**src/rtl/prio2_intc_pkg.sv**
```systemverilog
// Package: shared sizes for the two-group interrupt controller.
// Assumes five sources. Register width and master-enable position are fixed here.
package prio2_intc_pkg;
    localparam int NSRC    = 5;
    localparam int VEC_W   = $clog2(NSRC);
    localparam int REG_W   = 8;
    localparam int GIE_BIT = 7;
    localparam logic [REG_W-1:0] SRC_MASK = REG_W'((1 << NSRC) - 1);
    localparam logic [REG_W-1:0] ARM_MASK = SRC_MASK | REG_W'(1 << GIE_BIT);
    typedef logic [NSRC-1:0] src_vec_t;
endpackage

```
**src/rtl/prio2_intc_regs.sv**
```systemverilog
// Module: arm and group registers.
// Holds per-source arm bits, the master enable and the per-source group bits.
// Unimplemented bits read as zero and ignore writes.
module prio2_intc_regs
    import prio2_intc_pkg::*;
(
    input  logic             clk,
    input  logic             rst_n,
    input  logic             wr_en,
    input  logic             wr_sel,
    input  logic [REG_W-1:0] wr_data,
    output logic [REG_W-1:0] en_q,
    output logic [REG_W-1:0] grp_q
);
    // Register update: masked write into the selected register.
    always_ff @(posedge clk) begin
        if (!rst_n) begin
            en_q  <= '0;
            grp_q <= '0;
        end else if (wr_en) begin
            if (wr_sel) grp_q <= wr_data & SRC_MASK;
            else        en_q  <= wr_data & ARM_MASK;
        end
    end
endmodule

```
**src/rtl/prio2_intc_arb.sv**
```systemverilog
// Module: fixed-order poller.
// Returns the lowest set index of a request vector and a found flag.
// Assumes W is wide enough to hold N-1.
module prio2_intc_arb #(
    parameter int N = 5,
    parameter int W = 3
) (
    input  logic [N-1:0] req,
    output logic         found,
    output logic [W-1:0] idx
);
    // Polling: scan from the highest index down so the lowest index wins.
    always_comb begin
        found = 1'b0;
        idx   = '0;
        for (int i = N - 1; i >= 0; i--) begin
            if (req[i]) begin
                found = 1'b1;
                idx   = W'(i);
            end
        end
    end
endmodule

```
**src/rtl/prio2_intc_nest.sv**
```systemverilog
// Module: acceptance and nesting control.
// Takes the winners of both groups and tracks the low and high in-service flags.
// Issues a registered one-clock strobe with the vector index.
// Assumes the return strobe closes the most recently opened level.
module prio2_intc_nest
    import prio2_intc_pkg::*;
(
    input  logic             clk,
    input  logic             rst_n,
    input  logic             hi_found,
    input  logic [VEC_W-1:0] hi_idx,
    input  logic             lo_found,
    input  logic [VEC_W-1:0] lo_idx,
    input  logic             ret_stb,
    output logic             irq_stb,
    output logic [VEC_W-1:0] irq_vec,
    output logic [1:0]       svc_lvl
);
    logic             take;
    logic             take_hi;
    logic [VEC_W-1:0] sel;

    // Acceptance decision: the high group first, blocked by a return or an open high level.
    always_comb begin
        take    = 1'b0;
        take_hi = 1'b0;
        sel     = '0;
        if (!ret_stb && !svc_lvl[1]) begin
            if (hi_found) begin
                take    = 1'b1;
                take_hi = 1'b1;
                sel     = hi_idx;
            end else if (!svc_lvl[0] && lo_found) begin
                take = 1'b1;
                sel  = lo_idx;
            end
        end
    end

    // State update: strobe, vector and in-service flags.
    always_ff @(posedge clk) begin
        if (!rst_n) begin
            irq_stb <= 1'b0;
            irq_vec <= '0;
            svc_lvl <= '0;
        end else begin
            irq_stb <= take;
            if (take) irq_vec <= sel;
            if (ret_stb) begin
                if (svc_lvl[1]) svc_lvl[1] <= 1'b0;
                else            svc_lvl[0] <= 1'b0;
            end else if (take) begin
                if (take_hi) svc_lvl[1] <= 1'b1;
                else         svc_lvl[0] <= 1'b1;
            end
        end
    end
endmodule

```
**src/rtl/prio2_intc.sv**
```systemverilog
// Module: top of the two-group interrupt controller.
// Gates the raw requests with the arm bits and the master enable.
// Splits the candidates by group and polls each group in fixed order.
// The nest stage then accepts one winner per cycle.
module prio2_intc
    import prio2_intc_pkg::*;
(
    input  logic             clk,
    input  logic             rst_n,
    input  logic             wr_en,
    input  logic             wr_sel,
    input  logic [REG_W-1:0] wr_data,
    output logic [REG_W-1:0] en_q,
    output logic [REG_W-1:0] grp_q,
    input  logic [3:0]       src_req,
    input  logic             ser_tx,
    input  logic             ser_rx,
    input  logic             ret_stb,
    output logic             irq_stb,
    output logic [VEC_W-1:0] irq_vec,
    output logic [1:0]       svc_lvl
);
    src_vec_t         raw;
    src_vec_t         cand;
    src_vec_t         hi_req;
    src_vec_t         lo_req;
    logic             hi_found;
    logic             lo_found;
    logic [VEC_W-1:0] hi_idx;
    logic [VEC_W-1:0] lo_idx;

    prio2_intc_regs u_regs (
        .clk(clk), .rst_n(rst_n), .wr_en(wr_en), .wr_sel(wr_sel),
        .wr_data(wr_data), .en_q(en_q), .grp_q(grp_q)
    );

    // Candidate forming: serial is the OR of its two flags, then arm and master gating.
    always_comb begin
        raw    = {ser_tx | ser_rx, src_req};
        cand   = raw & en_q[NSRC-1:0] & {NSRC{en_q[GIE_BIT]}};
        hi_req = cand & grp_q[NSRC-1:0];
        lo_req = cand & ~grp_q[NSRC-1:0];
    end

    prio2_intc_arb #(.N(NSRC), .W(VEC_W)) u_arb_hi (
        .req(hi_req), .found(hi_found), .idx(hi_idx)
    );

    prio2_intc_arb #(.N(NSRC), .W(VEC_W)) u_arb_lo (
        .req(lo_req), .found(lo_found), .idx(lo_idx)
    );

    prio2_intc_nest u_nest (
        .clk(clk), .rst_n(rst_n),
        .hi_found(hi_found), .hi_idx(hi_idx),
        .lo_found(lo_found), .lo_idx(lo_idx),
        .ret_stb(ret_stb),
        .irq_stb(irq_stb), .irq_vec(irq_vec), .svc_lvl(svc_lvl)
    );
endmodule

```
**config.mk**
```make
export PLATFORM = sky130hd
export DESIGN_NAME = prio2_intc
export DESIGN_NICKNAME = d
export VERILOG_FILES = /design/src/rtl/prio2_intc_pkg.sv /design/src/rtl/prio2_intc_regs.sv /design/src/rtl/prio2_intc_arb.sv /design/src/rtl/prio2_intc_nest.sv /design/src/rtl/prio2_intc.sv
export SDC_FILE = /design/constraint.sdc
export NUM_CORES = 1
export LEC_CHECK = 0
export BUFFER_PORTS_ARGS = -buffer_cell sky130_fd_sc_hd__buf_2
export CAP_MARGIN = 20
export CORE_ASPECT_RATIO = 1.25
export CORE_MARGIN = 3
export CORE_UTILIZATION = 45
export CTS_CLUSTER_SIZE = 40
export DETAILED_ROUTE_END_ITERATION = 16
export HOLD_SLACK_MARGIN = 0.05
export PLACE_DENSITY = 0.86
export SETUP_SLACK_MARGIN = 0.02
export SYNTH_ARGS = -nofsm -noshare
export SYNTH_HDL_FRONTEND = slang
export SYNTH_SLANG_ARGS = --single-unit
```
**constraint.sdc**
```tcl
create_clock -name clk -period 1.91 [get_ports clk]
set_clock_uncertainty 0.2 [all_clocks]
set_input_delay 0.0955 -clock clk [delete_from_list [all_inputs] [get_ports clk]]
set_output_delay 0.0955 -clock clk [all_outputs]
set_load 0.1 [all_outputs]
```
* Word level (Yosys, flattened, before mapping)
Index checks and enable logic that the tools add are counted.
W data, S select, Z words.
** Cells by class
- Reduce and logical (&&, ||, !) cells :: 11
- Equal/unequal tests :: 2
- Bitwise gates (word level) :: 8
- Multiplexer cells :: 32
** Operators by type and width (number)
- $mux W3 :: 13
- $and A5 B5 Y5 :: 4
- $mux W1 :: 19
- $reduce_and A2 Y1 :: 3
- $not A5 Y5 :: 1
- $ne A2 B2 Y1 const B :: 2
- $logic_not A1 Y1 :: 3
- $reduce_and A3 Y1 :: 1
- $logic_and A1 B1 Y1 :: 2
- $not A1 Y1 :: 2
- $reduce_bool A2 Y1 :: 1
- $reduce_or A2 Y1 :: 1
- $or A1 B1 Y1 :: 1
** Word-level totals
- Register bits :: 17
- Output and inout bits :: 22
- Word-level logic and storage cells :: 59

* Logic depth before layout (Yosys ltp)
- Word-level depth :: 15
- Gate-level depth with buffers :: 7
- Mapped depth without buffers :: 6

* Modules after synthesis
From an unflattened synthesis, not the netlist that was laid out.
** Unflattened totals
- Cell total of the unflattened synthesis :: 116
- Area, all modules :: 965.9 µm²
** By module, submodules not included
- prio2_intc_regs :: seq. area each 220.2 µm², instances 1, area each 483.0 µm², cells an instance 51
- prio2_intc_nest :: seq. area each 120.1 µm², instances 1, area each 301.5 µm², cells an instance 29
- prio2_intc_arb :: seq. area each 0.0 µm², instances 2, area each 48.8 µm², cells an instance 8
- prio2_intc :: seq. area each 0.0 µm², instances 1, area each 83.8 µm², cells an instance 20

* Least setup slack after synthesis
Ideal clock, no wire load.
- Kind :: register to register
- From :: register u_regs.en_q[7]
- To :: register u_nest.irq_vec[1]
- Setup time :: 0.070 ns
- Slack :: -0.527 ns
- Arrival :: 2.167 ns
- Stages on the path, launching flop included :: 8
- Period minus slack after synthesis :: 2.437 ns
- Cell sequence :: dfxtp_1 -> buf_6 -> nand3_1 -> o22ai_2 -> nor3_2 -> o41ai_4 -> o2111ai_1 -> a21boi_1
** Between the ends
- Longest elaborated chain between the ends :: 11
- Elaborated cells on any way between the ends :: 28
** RTL lines
- from (decl) :: RTL line prio2_intc_regs.sv:12 : output logic [REG_W-1:0] en_q,
- from (signal assigned) :: RTL line prio2_intc_regs.sv:22 : else en_q <= wr_data & ARM_MASK;
- $and A5 B5 Y5 (*) :: RTL line prio2_intc.sv:40 : cand = raw & en_q[NSRC-1:0] & {NSRC{en_q[GIE_BIT]}};
- $and A5 B5 Y5 :: RTL line prio2_intc.sv:42 : lo_req = cand & ~grp_q[NSRC-1:0];
- $mux W1 (5 in series) :: RTL line prio2_intc_arb.sv:17 : if (req[i]) begin
- $logic_and A1 B1 Y1 :: RTL line prio2_intc_nest.sv:33 : end else if (!svc_lvl[0] && lo_found) begin
- $mux W3 / $mux W1 (equally long branches) :: RTL line prio2_intc_nest.sv:33
- $mux W3 / $mux W1 (equally long branches) :: RTL line prio2_intc_nest.sv:29 : if (hi_found) begin
- $mux W3 / $mux W1 (equally long branches) :: RTL line prio2_intc_nest.sv:28 : if (!ret_stb && !svc_lvl[1]) begin
- to (signal assigned) :: RTL line prio2_intc_nest.sv:48 : if (take) irq_vec <= sel;
- to (decl) :: RTL line prio2_intc_nest.sv:16 : output logic [VEC_W-1:0] irq_vec,
Mark *: on every way between the ends. The rest lies on a longest branch, timed or not.
A chain may end at the register's enable or synchronous reset.

* Final worst setup path
Ends and elaborated chain as after synthesis.

==> impl_metrics.toml <==
[worst_setup_path]
timing.critical_path.to_type = "register"
critical_path.reg2reg.endpoint = "u_nest.irq_vec[1]"
reg2reg_launch_point = "u_regs.en_q[7]"
startpoint_types = "register"
cp_slowest_stage_delay_ns = 0.44
timing_worst_setup_path_type = "reg2reg"
critical_path_arrival_ns = 1.82
cp_cell_sequence = "nand3_1, o22ai_2, nor3_2, o41ai_4, o2111ai_1, a21boi_1"
rr_worst_depth = 6
cp.required_ns = 1.94
slowest_stage = "sky130_fd_sc_hd__dfxtp_4"
setup.reg_to_reg.worst_slack_ns = 0.12
crit_path_max_fanout = 12

[timing]
setup_repair_after_global_routing_missed_its_margin = "yes"
fin_setup_tns_ns = 0
fmaxAchievable_ghz = 0.559
timing_max_transition_violations_final = 0
final_hold_violation_count = 0
min_clock_period_post_route_ns = 1.79
min_period_over_period = 0.936
setup_viol = 0

[global_routing]
global_route.overflow_total = 0
grt.met3_usage = 0.0485
via_count_of_the_first_global_routing_pass = 914
gr-usage-met1 = 0.214
grt_antenna_before_repair = 0
grt.busiest_layer = "met2"
gr-usage-met2 = 0.358
grt_use_total = 0.201
wire_length_of_the_first_global_routing_pass_um = 3950
grt_max_degree = 19

[power_and_ir_drop]
power.leakage_uw = 0.000600
ir_worst_vdd_v = 0.000504
power_per_cell_area_nw_per_um2 = 627

[yosys]
synthDistinctLibCells = 29
yosysWarningCount = 0
synth.yosys.seq_area_share = 0.378
yosys_register_bits = 17
avgSynthCellArea_um2 = 9.01
syn-cell-area_um2 = 901
syn-instance-count = 100

[layout]
antennaDiodeCount = 0
finish.instance_area_um2 = 1280
num-fill-cells = 155
finish.utilization = 0.700
fraction_of_layout_instances_using_a_drive_strength_above_1 = 0.383
final_nets = 169
area_delta_synth_final_pct = 42.1
instances_no_fill = 168

[worst_hold_path]
hold_depth = 4
hold_path_end = "u_nest.irq_vec[1]"
hp-start = "src_req[1]"
hold_class = "in2reg"

[floorplan]
die-width_um = 46.0
ports_placed_on_the_boundary = 41
die_height_um = 56.0
initial_core_util = 0.492
rows = 17
core_area_um2 = 1830
die_area_um2 = 2580

[detailed_routing]
wl_per_cell_um = 13.9
postRouteWirelength_um = 2340
drcViolationCount = 0
route.detailed.vias_per_inst = 5.60
drt_first_pass_iters = 4
drt_iter0_drc = 14
final_antenna_net_count = 0
num_vias = 941

[clock_tree]
cts.root.buffer_cell = "sky130_fd_sc_hd__clkbuf_4"
tritoncts.num_buffers = 3
cts_tree = "yes"
insertion_delay_ns = 0.29
htree_num_levels = 1
clock_path_buffers = 2
post_cts.repair.setup_buffers = 0
number_of_clock_sinks_seen_by_cts = 17
clk_pin_slew_worst_paths_ns = 0.10

[status]
outcome = "completed"

[job]
timing.max_cap.violations = 0

[placed_design]
placed_cells = 148
dpl.hpwl_um = 1610
post_dp_cell_area_um2 = 1090
gp_routability_congestion = 0.758
io_buffer_count = 33
==> through the flow <==
stage	setup WS [ns]	hold WS [ns]	total power (uW)
2_1_floorplan	0.0129	0.0418	553
3_3_place_gp	0.183	0.148	584
3_5_place_dp	0.158	0.166	587
4_1_cts	0.130	0.0728	801
5_1_grt	-0.0177	0.0966	833
6_report	0.122	0.0824	802
==> layer usage <==
| layer | part of all wire | wire length (um) |
|---|---|---|
| met5 | 0 | 0 |
| met1 | 0.38 | 893 |
| met2 | 0.55 | 1280 |
| met3 | 0.069 | 161 |
| met4 | 0.0043 | 10 |
==> worst max-delay path: cells and delay by family, from the launching register on <==
kind	cells	cell delay, ns
and+or+nand+nor	2	0.22
DFF	1	0.44
AOI/OAI and AO/OA	4	0.87
==> layout make-up <==
| type | count | area, um^2 | area share |
|---|---|---|---|
| timing repair buffer | 49 | 325 | 0.254 |
| multi-input combinational | 76 | 526 | 0.411 |
| inverter | 3 | 11.3 | 0.00880 |
| tap | 19 | 23.8 | 0.0186 |
| clock buffer | 4 | 26.3 | 0.0205 |
| sequential | 17 | 368 | 0.287 |
==> worst max path at each step <==
stage / startpoint / end / cells after the start
floorplan: u_regs.en_q[7] / u_nest.irq_vec[1] / 7
CTS: u_regs.en_q[7] / u_nest.irq_vec[1] / 6
detailed placement: u_regs.en_q[7] / u_nest.irq_vec[1] / 6
global route: u_regs.en_q[7] / u_nest.irq_vec[1] / 6
finish: u_regs.en_q[7] / u_nest.irq_vec[1] / 6
global placement: u_regs.en_q[7] / u_nest.irq_vec[1] / 6
==> power breakdown <==
part           internal [uW]  total, uW  switching (uW)
clock                   81.3        196             115
sequential               364        382            18.2
combinational           57.4        224             167
total                    502        802             300
==> what timing repair did <==
| action | in CTS | in global routing |
|---|---|---|
| gates resized for setup | 0 | 1 |
| setup endpoints to repair | 0 | 1 |
| hold buffers | 16 | 0 |
| hold endpoints to repair | 17 | 0 |
==> sequential cells by signal, summed over array words and instances (netlist names) <==
signal	flops
u_regs.en_q	6
u_regs.grp_q	5
u_nest.irq_vec	3
u_nest.svc_lvl	2
u_nest.irq_stb	1
==> cell usage after synthesis <==
cell,instances,area [um^2]
sky130_fd_sc_hd__o2111ai_1,2,17.5
sky130_fd_sc_hd__o21ai_0,3,15.0
sky130_fd_sc_hd__conb_1,1,3.75
sky130_fd_sc_hd__nor2_1,5,18.8
sky130_fd_sc_hd__o311a_1,1,10.0
sky130_fd_sc_hd__o211ai_1,2,15.0
sky130_fd_sc_hd__nand2b_1,3,18.8
sky130_fd_sc_hd__o22ai_2,2,25.0
sky130_fd_sc_hd__nor4_1,1,6.26
sky130_fd_sc_hd__o41ai_4,1,27.5
sky130_fd_sc_hd__o21ai_2,1,8.76
sky130_fd_sc_hd__o221a_2,1,11.3
sky130_fd_sc_hd__nand3_1,8,40.0
sky130_fd_sc_hd__o32a_1,1,10.0
sky130_fd_sc_hd__mux2i_1,6,60.1
sky130_fd_sc_hd__nor3_1,2,10.0
sky130_fd_sc_hd__a21boi_1,2,15.0
sky130_fd_sc_hd__and2_1,1,6.26
sky130_fd_sc_hd__a21boi_0,6,45.0
sky130_fd_sc_hd__clkbuf_1,2,7.51
sky130_fd_sc_hd__dfxtp_1,17,340
sky130_fd_sc_hd__nor3_2,1,10.0
sky130_fd_sc_hd__nor2b_1,6,37.5
sky130_fd_sc_hd__nand3_2,1,10.0
sky130_fd_sc_hd__nand4_1,6,37.5
sky130_fd_sc_hd__inv_1,3,11.3
sky130_fd_sc_hd__buf_6,1,11.3
sky130_fd_sc_hd__buf_4,5,37.5
sky130_fd_sc_hd__nand2_1,9,33.8
==> cells in the final DEF, fill, tap and decap left out, types with 3 or more instances in the layout <==
| master | count |
|---|---|
| sky130_fd_sc_hd__dfxtp_4 | 5 |
| sky130_fd_sc_hd__dfxtp_1 | 5 |
| sky130_fd_sc_hd__o21ai_0 | 3 |
| sky130_fd_sc_hd__nand2_1 | 9 |
| sky130_fd_sc_hd__conb_1 | 5 |
| sky130_fd_sc_hd__nand4_1 | 6 |
| sky130_fd_sc_hd__buf_2 | 33 |
| sky130_fd_sc_hd__nor2b_1 | 6 |
| sky130_fd_sc_hd__nand3_2 | 3 |
| sky130_fd_sc_hd__dlygate4sd3_1 | 16 |
| sky130_fd_sc_hd__nand2b_1 | 3 |
| sky130_fd_sc_hd__nand3_1 | 6 |
| sky130_fd_sc_hd__inv_1 | 3 |
| sky130_fd_sc_hd__dfxtp_2 | 7 |
| sky130_fd_sc_hd__a21boi_0 | 6 |
| sky130_fd_sc_hd__clkbuf_4 | 3 |
| sky130_fd_sc_hd__nor2_1 | 5 |
| sky130_fd_sc_hd__mux2i_1 | 6 |
==> cell families after synthesis <==
family | Yosys count | synth area share
and+or+nand+nor | 43 | 0.254
AOI/OAI and AO/OA | 22 | 0.222
DFF | 17 | 0.378
buffers and inverters | 11 | 0.0750
muxes | 6 | 0.0667
other | 1 | 0.00416
Note: power is estimated with default switching activity, not from simulation.
